### src/rtl/wsd_pkg.sv
package wsd_pkg;
  typedef enum logic [2:0] {
    ST_IDLE,
    ST_PRE,
    ST_LOAD,
    ST_SHIFT,
    ST_POST
  } wsd_state_e;

  typedef enum logic [1:0] {
    OP_HOLD,
    OP_CLEAR,
    OP_LOAD,
    OP_SHIFT
  } wsd_op_e;
endpackage

### src/rtl/wsd_sequencer.sv
module wsd_sequencer
  import wsd_pkg::*;
#(
  parameter int W = 4
) (
  input  logic    clk,
  input  logic    clr,
  input  logic    start,
  input  logic    mode,
  output wsd_op_e op,
  output logic    tx_mode,
  output logic    busy,
  output logic    word_valid,
  output logic    line_en
);
  localparam int CW = (W > 2) ? $clog2(W) : 1;
  localparam logic [CW-1:0] TX_LAST = CW'(W - 2);
  localparam logic [CW-1:0] RX_LAST = CW'(W - 1);

  wsd_state_e state_q, state_d;
  logic [CW-1:0] cnt_q, cnt_d;
  logic tx_q, tx_d;
  logic last_bit;

  assign last_bit = tx_q ? (cnt_q == TX_LAST) : (cnt_q == RX_LAST);

  always_comb begin
    state_d = state_q;
    cnt_d   = cnt_q;
    tx_d    = tx_q;
    op      = OP_HOLD;
    unique case (state_q)
      ST_IDLE: begin
        if (start) begin
          state_d = ST_PRE;
          tx_d    = mode;
        end
      end
      ST_PRE: begin
        op      = OP_CLEAR;
        cnt_d   = '0;
        state_d = tx_q ? ST_LOAD : ST_SHIFT;
      end
      ST_LOAD: begin
        op      = OP_LOAD;
        state_d = ST_SHIFT;
      end
      ST_SHIFT: begin
        op = OP_SHIFT;
        if (last_bit) state_d = ST_POST;
        else          cnt_d   = cnt_q + 1'b1;
      end
      ST_POST: begin
        op      = OP_CLEAR;
        state_d = ST_IDLE;
      end
      default: state_d = ST_IDLE;
    endcase
  end

  always_ff @(posedge clk) begin
    if (clr) begin
      state_q <= ST_IDLE;
      cnt_q   <= '0;
      tx_q    <= 1'b0;
    end else begin
      state_q <= state_d;
      cnt_q   <= cnt_d;
      tx_q    <= tx_d;
    end
  end

  assign tx_mode    = tx_q;
  assign busy       = (state_q != ST_IDLE);
  assign word_valid = !tx_q && (state_q == ST_POST);
  assign line_en    = tx_q && ((state_q == ST_SHIFT) || (state_q == ST_POST));
endmodule

### src/rtl/wsd_stages.sv
module wsd_stages
  import wsd_pkg::*;
#(
  parameter int W = 4
) (
  input  logic         clk,
  input  logic         clr,
  input  wsd_op_e      op,
  input  logic         fill,
  input  logic [W-1:0] load_word,
  output logic [W-1:0] q
);
  logic [W-1:0] nxt;

  for (genvar i = 0; i < W; i++) begin : g_stage
    logic from_prev;
    if (i == 0) begin : g_head
      assign from_prev = fill;
    end else begin : g_body
      assign from_prev = q[i-1];
    end

    always_comb begin
      unique case (op)
        OP_CLEAR: nxt[i] = 1'b0;
        OP_LOAD:  nxt[i] = load_word[i];
        OP_SHIFT: nxt[i] = from_prev;
        default:  nxt[i] = q[i];
      endcase
    end
  end

  always_ff @(posedge clk) begin
    if (clr) q <= '0;
    else     q <= nxt;
  end
endmodule

### src/rtl/word_serdes4.sv
module word_serdes4
  import wsd_pkg::*;
#(
  parameter int W = 4
) (
  input  logic         clk,
  input  logic         clr,
  input  logic         start,
  input  logic         mode,
  input  logic [W-1:0] par_in,
  input  logic         ser_in,
  output logic [W-1:0] par_out,
  output logic         ser_out,
  output logic         busy,
  output logic         word_valid
);
  wsd_op_e op;
  logic tx_mode, line_en;
  logic [W-1:0] stg;

  wsd_sequencer #(.W(W)) u_seq (
    .clk        (clk),
    .clr        (clr),
    .start      (start),
    .mode       (mode),
    .op         (op),
    .tx_mode    (tx_mode),
    .busy       (busy),
    .word_valid (word_valid),
    .line_en    (line_en)
  );

  wsd_stages #(.W(W)) u_stg (
    .clk       (clk),
    .clr       (clr),
    .op        (op),
    .fill      (ser_in & ~tx_mode),
    .load_word (par_in),
    .q         (stg)
  );

  assign par_out = stg;
  assign ser_out = line_en & stg[W-1];
endmodule

### config.mk
export PLATFORM = sky130hd
export DESIGN_NAME = word_serdes4
export DESIGN_NICKNAME = d
export VERILOG_FILES = /design/src/rtl/wsd_pkg.sv /design/src/rtl/wsd_sequencer.sv /design/src/rtl/wsd_stages.sv /design/src/rtl/word_serdes4.sv
export SDC_FILE = /design/constraint.sdc
export NUM_CORES = 1
export LEC_CHECK = 0
export BUFFER_PORTS_ARGS = -buffer_cell sky130_fd_sc_hd__buf_2
export CORE_AREA = 2 2 39 41
export DETAILED_ROUTE_END_ITERATION = 8
export DIE_AREA = 0 0 41 43
export PLACE_DENSITY = 0.7
export SYNTH_ARGS = -nofsm -noshare
export SYNTH_HDL_FRONTEND = slang
export SYNTH_SLANG_ARGS = --single-unit
### constraint.sdc
create_clock -name clk -period 1.6 [get_ports clk]
set_clock_uncertainty 0.2 [all_clocks]
set_input_delay 0.08 -clock clk [delete_from_list [all_inputs] [get_ports clk]]
set_output_delay 0.08 -clock clk [all_outputs]
set_load 0.01 [all_outputs]
==> out/results.tsv, run 1 <==
stage	metric	value	unit
route	Antenna Nets Post-Route	0	
sta	max_slew headroom	0.749	
hold_path	HP Start	par_in[0]	
floorplan	Die W	41	um
global_routing	initial antenna violation count	0	
route	final wirelength	1.47	mm
power	Final Power	642	uW
sta	Slew Limit Fails	0	
cells_and_area	final net count	106	
power	Power Internal	465	uW
sta	final worst setup slack	0.0908	ns
power	Seq pwr share	0.448	
synthesis	synthesized area per cell	8.34	um^2
setup_path	WP depth	3	
setup_path	reg2reg start	u_seq.tx_mode$_SDFFE_PP0P_	
floorplan	initial core utilization	0.434	
place	DP Area	709	um^2
power	Gate power share	0.184	
clock_network	CTS Buffer Depth	2	
global_routing	largest net degree at the start of global routing	14	
synthesis	post-synthesis cell type count	32	
synthesis	Yosys reg bits	10	
sta	Slew @ Worst Pin	0.371	ns
route	Residual DRC	0	
sta	setup TNS	0	ns
sta	RSZ-0062 raised after global routing	no	
synthesis	Top FF cell, synth	dfxtp_1	
route	Avg Vias per Cell	5.38	
global_routing	global route total overflow	0	
power	switching portion of total power	0.276	
global_routing	gr usage total	0.202	
synthesis	Syn Std Cell Area	601	um^2
synthesis	most frequent cells after synthesis	dfxtp_1 (10), a21oi_1 (8), nand2_1 (6)	
setup_path	Critical Path Slowest Stage Cell	dfxtp_4	
cells_and_area	final instance area	826	um^2
setup_path	R2R depth	3	
power	clock share of power	0.368	
cells_and_area	area grow syn2layout	37.5	%
sta	Tmin final	1.51	ns
synthesis	Synth area leader	dfxtp_1	
sta	hold_ws	0.0784	ns
clock_network	clk_lat worst skew	0.27	ns
place	GP Congestion	0.741	
setup_path	CP Launch Type	flip-flop	
outcome	outcome	finished, final reports clean	
clock_network	H-tree level count	1	
cells_and_area	# diodes	0	
sta	setup violators final	0	
floorplan	# IOs	16	
synthesis	top-area cell type share of the netlist area	0.333	
sta	Peak Freq	0.663	GHz
setup_path	r2r setup slk	0.11	ns
setup_path	Worst R2R End	u_seq.state_q[1]$_SDFFE_PP0P_	
synthesis	synth top area cells	dfxtp_1 (33%), a21oi_1 (6.7%), a2111oi_2 (5.0%)	
setup_path	crit-path max FO	13	
setup_path	Arr. time, crit path	1.23	ns
setup_path	worst path required time	1.32	ns
synthesis	top-count cell post-synth	dfxtp_1	
setup_path	CP Class	flip-flop to output pin	
floorplan	die height	43	um
setup_path	Worst path max stage delay	0.40	ns
global_routing	first-pass GRT wire length	2.35	mm
setup_path	Worst path top cell family by delay	flip-flops	
synthesis	Syn Nets	81	
setup_path	CP endpoint kind	output pin	
global_routing	number of global-route vias before repair	542	
sta	period utilization	0.943	
place	Final HPWL DP	1.02	mm
clock_network	Num CTS Buffers	3	
route	drt wl/cell	13.1	um
hold_path	Hold Crit Class	primary input to flip-flop	
route	DR vias	603	
setup_path	WP buf/inv	2	
power	switching pwr	177	uW
hold_path	Hold EP	u_stg.q[0]$_SDFFE_PP0P_	
route	DR iter-0 viols	14	
clock_network	CTS clk-pin slew, worst paths	0.08	ns
clock_network	Clock Sinks	10	
synthesis	Syn Inst Count	72	
floorplan	Core Rows	14	
clock_network	CTS Root Cell	clkbuf_4	
power	PD cells	777	mW/mm^2
place	Setup Slack @ Placement	0.0929	ns
synthesis	number of synthesized flops with an enable pin	0	
clock_network	CTS tree	built	
flow_run	maxcap violations	0	
synthesis	YS warnings	0	
floorplan	core area	0.00138	mm^2
floorplan	Die ar.	0.00176	mm^2
place	PortBufs	15	
power	Leakage	0.000336	uW
hold_path	WHS Path Cells	4	
power	Worst IR Drop VDD	0.514	mV
setup_path	worst path cell trace	buf_4 -> nor4b_1 -> buf_2	
sta	Hold Vio Cnt, Final	0	
synthesis	sequential area share after synthesis	0.333	
cells_and_area	share of cells above drive strength 1	0.396	
setup_path	Worst Setup SP	u_seq.state_q[1]$_SDFFE_PP0P_	
synthesis	post-synthesis async set-or-reset flop share	0	
route	DRT Pass-1 Iters	4	
==> kinds of logic (layout without fill, tap and decap cells) <==
family / count (synthesis) / after routing / synth area share
AO/OA/AOI/OAI: 20 / 20 / 0.238
AND/OR/NAND/NOR: 31 / 31 / 0.321
flip-flops: 10 / 10 / 0.333
multiplexers: 1 / 1 / 0.0167
XOR/XNOR: 1 / 1 / 0.0146
buffers and inverters: 9 / 33 / 0.0771
==> power by group through the flow <==
stage               clock network, uW  logic, uW  registers, uW
floorplan                           0       74.2            280
global placement                    0        101            292
detailed placement                  0        103            293
CTS                               242        113            289
global route                      255        129            292
finish                            236        118            287
==> sequential cells by signal (all words and copies together), names as in the netlist <==
register,cells
u_stg.q,4
u_seq.state_q,3
u_seq.cnt_q,2
u_seq.tx_mode,1
==> layer usage <==
metal  vias to the layer above  track usage  routed length, um
met3                         2       0.0942                 70
met5                         -            0                  0
met2                        17        0.288                698
li1                        313            -                  -
met1                       271        0.264                688
met4                         0       0.0600                  9
==> worst min-delay path, stage by stage <==
cell and delay (ns):
buf_2 0.07, nor2b_1 0.11, o311ai_0 0.11, a21oi_1 0.14
==> cell usage in the layout (no fill, tap or decap), drive strengths merged <==
| master | Yosys | final |
|---|---|---|
| o21ai | 3 | 3 |
| inv | 2 | 2 |
| and3 | 1 | 1 |
| dfxtp | 10 | 10 |
| and3b | 2 | 2 |
| nor3 | 3 | 3 |
| a21oi | 8 | 8 |
| nand2 | 6 | 6 |
| clkbuf | 2 | 4 |
| a2111oi | 2 | 2 |
| nor4bb | 1 | 1 |
| buf | 5 | 22 |
| o311ai | 1 | 1 |
| a31oi | 2 | 2 |
| mux2i | 1 | 1 |
| nor4b | 2 | 2 |
| and2 | 2 | 2 |
| a221o | 2 | 2 |
| a31o | 1 | 1 |
| dlygate4sd3 | 0 | 5 |
| a22oi | 1 | 1 |
| nand2b | 3 | 3 |
| nor3b | 1 | 1 |
| nand3 | 3 | 3 |
| xor2 | 1 | 1 |
| nor2b | 3 | 3 |
| nor2 | 2 | 2 |
| nand3b | 2 | 2 |
==> final cells by class <==
class	instances	area, um^2
inverter	2	7.51
sequential	10	211
tap	16	20.0
clock buffer	4	36.3
multi-input combinational	53	369
fill	126	558
timing repair buffer	27	181
==> worst max path at each step <==
stage / slack (ns) / to
after floorplan: 0.22 / u_seq.state_q[0]$_SDFFE_PP0P_
after global placement: 0.11 / u_seq.state_q[1]$_SDFFE_PP0P_
after detailed placement: 0.09 / u_seq.state_q[1]$_SDFFE_PP0P_
after CTS: 0.005 / ser_out
after global routing: 0.03 / u_seq.state_q[0]$_SDFFE_PP0P_
final: 0.09 / word_valid
==> through the flow <==
| stage | utilization | cells |
|---|---|---|
| final | 0.597 | 112 |
| after global routing | 0.597 | 112 |
| after detailed placement | 0.513 | 103 |
| after floorplan | - | 72 |
| after global placement | 0.513 | 103 |
| after CTS | 0.580 | 112 |
==> what timing repair did <==
action                                  in CTS  in global routing
endpoints found under the setup margin       2                  2
hold buffers                                 5                  0
resized for setup                            4                  7
hold endpoints to repair                    10                  0
buffers inserted                             0                  0
gates cloned                                 0                  0
pin swaps                                    0                  0
Power figures use the tool's default switching activity.
==> run 2: changes to the inputs <==
PLACE_DENSITY = not set   (was 0.7)
PLACE_DENSITY_LB_ADDON = 0.15   (was not set)
SKIP_CTS_REPAIR_TIMING = 1   (was not set)
==> run 2 against run 1 <==
Count of clock-buffer cells in the layout down 1. Setup slack worse by 0.0021 ns. Register-to-register slack improved by 0.04 ns. Global-route usage is 2.4 points lower. Critical endpoint is now ser_out. First-iteration DRC count increased by 50%. Total power decreased by 11%. Utilization shrank 1.4 points.
==> out/results.tsv, run 2 (synthesis results as in run 1) <==
stage	metric	value	unit	change
cells_and_area	Util after Layout	0.582		was 0.597
floorplan	# IOs	16		unchanged
setup_path	CP Launch Type	flip-flop		unchanged
clock_network	CTS clk-pin slew, worst paths	0.07	ns	was 0.08 ns
power	Final Power	574	uW	was 642 uW
cells_and_area	most common cell after layout, fill and taps aside	buf_2		unchanged
power	PD cells	712	mW/mm^2	was 777 mW/mm^2
setup_path	worst path required time	1.32	ns	about the same
sta	Slew @ Worst Pin	0.395	ns	was 0.371 ns
route	Antenna Nets Post-Route	0		unchanged
place	PortBufs	15		unchanged
sta	period utilization	0.945		was 0.943
clock_network	clk_lat worst skew	0.26	ns	was 0.27 ns
cells_and_area	# fillers	140		was 126
cells_and_area	Largest register FFs	4		unchanged
setup_path	Arr. time, crit path	1.23	ns	about the same
outcome	outcome	finished, final reports clean		unchanged
global_routing	largest net degree at the start of global routing	13		was 14
route	DRT Pass-1 Iters	4		unchanged
place	Final HPWL DP	944	um	was 1.02 mm
power	Gate power share	0.196		was 0.184
power	switching pwr	164	uW	was 177 uW
route	drt wl/cell	13.0	um	was 13.1 um
setup_path	CP Class	flip-flop to output pin		unchanged
cells_and_area	final std cells w/o fill	110		was 112
cells_and_area	commonest non-fill, non-tap cells in the layout	buf_2 (15), a21oi_1 (8), nand2_1 (6), buf_4 (6), dfxtp_1 (6)		was buf_2 (15), a21oi_1 (8), dfxtp_1 (7), nand2_1 (6), buf_4 (6)
setup_path	CP endpoint kind	output pin		unchanged
global_routing	gr usage total	0.178		was 0.202
power	clock share of power	0.300		was 0.368
floorplan	core area	0.00138	mm^2	unchanged
global_routing	global route total overflow	0		unchanged
hold_path	Hold Crit Class	primary input to flip-flop		unchanged
clock_network	CTS Buffer Depth	2		unchanged
floorplan	Die ar.	0.00176	mm^2	unchanged
sta	Slew Limit Fails	0		unchanged
sta	setup violators final	0		unchanged
cells_and_area	Biggest register	u_stg.q		unchanged
cells_and_area	Largest regs	u_stg.q: 4 flops, u_seq.state_q: 3 flops, u_seq.cnt_q: 2 flops		unchanged
floorplan	Core Rows	14		unchanged
setup_path	Worst path max stage delay	0.37	ns	was 0.40 ns
clock_network	Num CTS Buffers	3		unchanged
route	Avg Vias per Cell	5.45		was 5.38
sta	max_slew headroom	0.733		was 0.749
floorplan	Die W	41	um	unchanged
floorplan	initial core utilization	0.434		unchanged
cells_and_area	# diodes	0		unchanged
floorplan	die height	43	um	unchanged
place	DP Area	702	um^2	was 709 um^2
route	DR iter-0 viols	21		was 14
power	Leakage	0.000325	uW	was 0.000336 uW
global_routing	first-pass GRT wire length	2.11	mm	was 2.35 mm
clock_network	CTS Root Cell	clkbuf_4		unchanged
cells_and_area	final net count	105		was 106
sta	Peak Freq	0.662	GHz	was 0.663 GHz
route	Residual DRC	0		unchanged
clock_network	H-tree level count	1		unchanged
route	final wirelength	1.43	mm	was 1.47 mm
clock_network	Clock Sinks	10		unchanged
cells_and_area	area occupied by multi-input gates	373	um^2	was 369 um^2
cells_and_area	area grow syn2layout	34.2	%	was 37.5%
power	Worst IR Drop VDD	0.425	mV	was 0.514 mV
place	GP Congestion	0.752		was 0.741
sta	Tmin final	1.51	ns	about the same
setup_path	Critical Path Slowest Stage Cell	dfxtp_4		unchanged
power	switching portion of total power	0.285		was 0.276
clock_network	CTS tree	built		unchanged
place	Cells after DPL	102		was 103
cells_and_area	share of cells above drive strength 1	0.394		was 0.396
global_routing	number of global-route vias before repair	486		was 542
power	Power Internal	410	uW	was 465 uW
setup_path	worst path cell trace	buf_4 -> nor2b_4 -> a22oi_2 -> nor2_1 -> buf_2		was buf_4 -> nor4b_1 -> buf_2
sta	Hold Vio Cnt, Final	0		unchanged
power	Seq pwr share	0.504		was 0.448
setup_path	crit-path max FO	9		was 13
route	DR vias	599		was 603
global_routing	initial antenna violation count	0		unchanged
flow_run	maxcap violations	0		unchanged
cells_and_area	final instance area	806	um^2	was 826 um^2
sta	hold_ws	0.0883	ns	was 0.0784 ns
cells_and_area	Sequential Area	213	um^2	was 211 um^2
[run 2: through the flow]
| stage | setup TNS (ns) | setup slack [ns] |
|---|---|---|
| after CTS | -0.178 | -0.125 |
| after global routing | -0.00388 | -0.00388 |
| after floorplan | 0 | 0.218 |
| after detailed placement | 0 | 0.0888 |
| final | 0 | 0.0887 |
| after global placement | 0 | 0.127 |
[run 2: worst paths after layout]
path | start | endpoint | slack (ns) | cells past startpoint
worst max-delay path | u_seq.state_q[2]$_SDFFE_PP0P_ | ser_out | 0.09 | 5
worst min-delay path | par_in[0] | u_stg.q[0]$_SDFFE_PP0P_ | 0.09 | 4
worst max register to register | u_seq.cnt_q[0]$_SDFFE_PP0P_ | u_seq.state_q[1]$_SDFFE_PP0P_ | 0.15 | 3
worst min register to register | u_stg.q[0]$_SDFFE_PP0P_ | u_stg.q[0]$_SDFFE_PP0P_ | 0.31 | 2
[run 2: area by class of cell]
type	count	share of cell area
Multi-Input combinational cell	53	0.463
Clock buffer	3	0.0280
Sequential cell	10	0.264
Timing Repair Buffer	26	0.211
Tap cell	16	0.0248
Inverter	2	0.00932
[run 2: worst max-delay path, delay by kind of cell (launching register included)]
family / cells / cell delay, ns
compound gates: 1 / 0.07
buf+inv: 2 / 0.31
flops: 1 / 0.37
simple gates: 2 / 0.22
[run 2: per-layer routing]
layer | GRT usage | wire length, um | vias up | part of all wire
met5 | 0 | 0 | - | 0
met4 | 0.0800 | 10 | 0 | 0.0070
met3 | 0.0471 | 48 | 2 | 0.033
met2 | 0.213 | 643 | 11 | 0.45
met1 | 0.285 | 730 | 279 | 0.51
li1 | - | - | 307 | -
[run 2: power groups by stage]
stage | Combinational [uW] | Clock (uW) | Sequential, uW
floorplan | 74.2 | 0 | 280
global placement | 97.3 | 0 | 293
detailed placement | 97.4 | 0 | 294
CTS | 97.6 | 177 | 289
global route | 124 | 187 | 293
finish | 113 | 172 | 289
==> run 3: changes to the inputs <==
ABC_AREA = 1   (was not set)
BUFFER_PORTS_ARGS = -buffer_cell sky130_fd_sc_hd__buf_4   (was -buffer_cell sky130_fd_sc_hd__buf_2)
TNS_END_PERCENT = 100   (was not set)
==> run 3 against run 2 <==
Setup slack worse by 0.011 ns. Utilization unchanged. Combinational power up 100%. Critical path depth unchanged. Die area unchanged. Critical path type unchanged.
==> out/results.tsv, run 3 <==
stage	metric	value	unit	change
cells_and_area	commonest non-fill, non-tap cells in the layout	buf_4 (17), nand2_1 (14), nand3_1 (11), inv_1 (9), dlygate4sd3_1 (8)		was buf_2 (15), a21oi_1 (8), nand2_1 (6), buf_4 (6), dfxtp_1 (6)
clock_network	clk_lat worst skew	0.27	ns	was 0.26 ns
place	PortBufs	15		unchanged
global_routing	initial antenna violation count	0		unchanged
global_routing	global route total overflow	0		unchanged
clock_network	Clock Sinks	10		unchanged
place	DP Area	658	um^2	was 702 um^2
route	DR iter-0 viols	11		was 21
route	Avg Vias per Cell	5.10		was 5.45
setup_path	CP Launch Type	flip-flop		unchanged
sta	Tmin final	1.52	ns	was 1.51 ns
floorplan	Core Rows	14		unchanged
sta	setup violators final	0		unchanged
cells_and_area	Biggest register	u_stg.q		unchanged
setup_path	reg2reg start	u_seq.state_q[1]$_SDFFE_PP0P_		was u_seq.cnt_q[0]$_SDFFE_PP0P_
clock_network	CTS Buffer Depth	2		unchanged
sta	Peak Freq	0.657	GHz	was 0.662 GHz
route	drt wl/cell	11.3	um	was 13.0 um
hold_path	HP Start	u_stg.q[1]$_SDFFE_PP0P_		was par_in[0]
setup_path	r2r setup slk	0.25	ns	was 0.15 ns
route	Residual DRC	0		unchanged
route	DRT Pass-1 Iters	4		unchanged
flow_run	maxcap violations	0		unchanged
cells_and_area	final std cells w/o fill	119		was 110
cells_and_area	share of cells above drive strength 1	0.320		was 0.394
synthesis	Syn Std Cell Area	544	um^2	was 601 um^2
power	Gate power share	0.292		was 0.196
global_routing	first-pass GRT wire length	2.04	mm	was 2.11 mm
cells_and_area	# diodes	0		unchanged
route	final wirelength	1.35	mm	was 1.43 mm
synthesis	Syn Inst Count	76		was 72
clock_network	CTS Root Cell	clkbuf_4		unchanged
outcome	outcome	finished, final reports clean		unchanged
synthesis	post-synthesis simple-gate area fraction	0.407		was 0.321
synthesis	synth top area cells	dfxtp_1 (37%), nand2_1 (10%), nand3_1 (10%)		was dfxtp_1 (33%), a21oi_1 (6.7%), a2111oi_2 (5.0%)
sta	Slew Limit Fails	0		unchanged
cells_and_area	final instance area	806	um^2	unchanged
power	switching pwr	255	uW	was 164 uW
clock_network	CTS clk-pin slew, worst paths	0.07	ns	about the same
setup_path	CP Class	flip-flop to output pin		unchanged
sta	period utilization	0.952		was 0.945
setup_path	CP endpoint kind	output pin		unchanged
synthesis	adder-cell share of the synthesized area	0		unchanged
hold_path	Hold EP	u_stg.q[2]$_SDFFE_PP0P_		was u_stg.q[0]$_SDFFE_PP0P_
synthesis	YS warnings	0		unchanged
synthesis	Syn Nets	85		was 81
setup_path	Arr. time, crit path	1.24	ns	was 1.23 ns
synthesis	synthesized area per cell	7.16	um^2	was 8.34 um^2
floorplan	core area	0.00138	mm^2	unchanged
place	Final HPWL DP	908	um	was 944 um
sta	RSZ-0062 raised after global routing	no		
global_routing	largest net degree at the start of global routing	10		was 13
cells_and_area	Largest regs	u_stg.q: 4 flops, u_seq.state_q: 3 flops, u_seq.cnt_q: 2 flops		unchanged
power	Seq pwr share	0.414		was 0.504
synthesis	Yosys reg bits	10		unchanged
place	Cells after DPL	105		was 102
cells_and_area	most common cell after layout, fill and taps aside	buf_4		was buf_2
power	Power Internal	534	uW	was 410 uW
sta	max_slew headroom	0.861		was 0.733
cells_and_area	final net count	113		was 105
setup_path	Worst R2R End	u_seq.cnt_q[0]$_SDFFE_PP0P_		was u_seq.state_q[1]$_SDFFE_PP0P_
sta	Slew @ Worst Pin	0.208	ns	was 0.395 ns
setup_path	R2R depth	7		was 3
clock_network	H-tree level count	1		unchanged
setup_path	crit-path max FO	8		was 9
power	PD cells	979	mW/mm^2	was 712 mW/mm^2
floorplan	initial core utilization	0.393		was 0.434
power	Leakage	0.000350	uW	was 0.000325 uW
route	Antenna Nets Post-Route	0		unchanged
synthesis	Synth area leader	dfxtp_1		unchanged
sta	setup TNS	0	ns	unchanged
synthesis	most frequent cells after synthesis	nand2_1 (15), nand3_1 (11), dfxtp_1 (10)		was dfxtp_1 (10), a21oi_1 (8), nand2_1 (6)
clock_network	Num CTS Buffers	3		unchanged
synthesis	post-synthesis async set-or-reset flop share	0		unchanged
hold_path	WHS Path Cells	2		was 4
synthesis	number of synthesized flops with an enable pin	0		unchanged
cells_and_area	Largest register FFs	4		unchanged
synthesis	post-synthesis cell type count	17		was 32
cells_and_area	Util after Layout	0.582		unchanged
power	switching portion of total power	0.323		was 0.285
floorplan	Die ar.	0.00176	mm^2	unchanged
power	clock share of power	0.293		was 0.300
floorplan	# IOs	16		unchanged
floorplan	die height	43	um	unchanged
synthesis	main combinational cell family by area after synthesis	simple AND/OR/NAND/NOR gates		unchanged
synthesis	top-count cell post-synth	nand2_1		was dfxtp_1
synthesis	mux cell area share after synthesis	0		was 0.0167
global_routing	gr usage total	0.176		was 0.178
cells_and_area	area grow syn2layout	48.0	%	was 34.2%
hold_path	Hold Crit Class	flip-flop to flip-flop		was primary input to flip-flop
synthesis	Compound-Gate Fraction of Synth Area	0.117		was 0.238
sta	Hold Vio Cnt, Final	0		unchanged
power	Worst IR Drop VDD	0.517	mV	was 0.425 mV
floorplan	Die W	41	um	unchanged
synthesis	Top FF cell, synth	dfxtp_1		unchanged
setup_path	worst path required time	1.32	ns	about the same
synthesis	sequential area share after synthesis	0.368		was 0.333
clock_network	CTS tree	built		unchanged
route	DR vias	607		was 599
global_routing	number of global-route vias before repair	485		was 486
place	GP Congestion	0.850		was 0.752
synthesis	top-area cell type share of the netlist area	0.368		was 0.333
synthesis	Post-Synth XOR/XNOR Area	0		was 0.0146
## run 3: cell count changes after synthesis, moves of 3 or more
| cell | delta |
|---|---|
| nand4_1 | +6 |
| nand2_2 | +3 |
| inv_1 | +8 |
| nor2_1 | +3 |
| nand3_1 | +8 |
| nand2b_1 | -3 |
| nand2_1 | +9 |
| buf_2 | -4 |
| a21oi_1 | -3 |
## run 3: worst max-delay path, stage by stage, from the launching register on
cell and delay, ns:
dfxtp_4 0.40, nand2_2 0.12, nor2_8 0.16, inv_1 0.05
a21oi_1 0.11, buf_4 0.13
## run 3: how the worst max path moves through the flow
stage	from	endpoint	slack, ns	cells past startpoint
global route	u_seq.state_q[1]$_SDFFE_PP0P_	ser_out	0.004	5
CTS	u_seq.state_q[1]$_SDFFE_PP0P_	ser_out	-0.08	5
detailed placement	u_seq.state_q[1]$_SDFFE_PP0P_	ser_out	0.22	5
global placement	u_seq.state_q[1]$_SDFFE_PP0P_	ser_out	0.23	5
finish	u_seq.state_q[1]$_SDFFE_PP0P_	ser_out	0.08	5
floorplan	u_seq.state_q[1]$_SDFFE_PP0P_	u_seq.state_q[0]$_SDFFE_PP0P_	0.26	8
## run 3: through the flow
| step | hold WS, ns | total power, uW | setup slack (ns) |
|---|---|---|---|
| 2_1_floorplan | 0.0568 | 465 | 0.256 |
| 3_3_place_gp | 0.121 | 523 | 0.227 |
| 3_5_place_dp | 0.120 | 524 | 0.224 |
| 4_1_cts | -0.168 | 760 | -0.0801 |
| 5_1_grt | 0.329 | 846 | 0.00352 |
| 6_report | 0.301 | 789 | 0.0772 |
## run 3: layout make-up
type,instances,area [um^2]
Clock buffer,4,36.3
Fill cell,137,578
Inverter,10,40.0
Multi-Input combinational cell,54,293
Sequential cell,10,209
Tap cell,16,20.0
Timing Repair Buffer,25,208
## run 3: kinds of logic (layout without fill, tap and decap cells)
kind of cell / count (synthesis) / count (layout)
and+or+nand+nor: 43 / 43
buffers and inverters: 12 / 39
AOI/OAI and AO/OA: 11 / 11
DFF: 10 / 10
## run 3: power groups by stage
| stage | Clock, uW | Sequential, uW | Combinational [uW] |
|---|---|---|---|
| 6_report | 231 | 327 | 231 |
| 5_1_grt | 256 | 332 | 258 |
| 4_1_cts | 240 | 319 | 201 |
| 3_5_place_dp | 0 | 324 | 199 |
| 3_3_place_gp | 0 | 325 | 198 |
| 2_1_floorplan | 0 | 313 | 151 |
## run 3: per-layer routing
metal | vias to the layer above | share of wire | GRT usage | wire, um
met5 | - | 0 | 0 | 0
met4 | 0 | 0.027 | 0.127 | 36
met3 | 4 | 0.066 | 0.0681 | 89
met2 | 20 | 0.48 | 0.250 | 640
met1 | 274 | 0.43 | 0.205 | 578
li1 | 309 | - | - | -
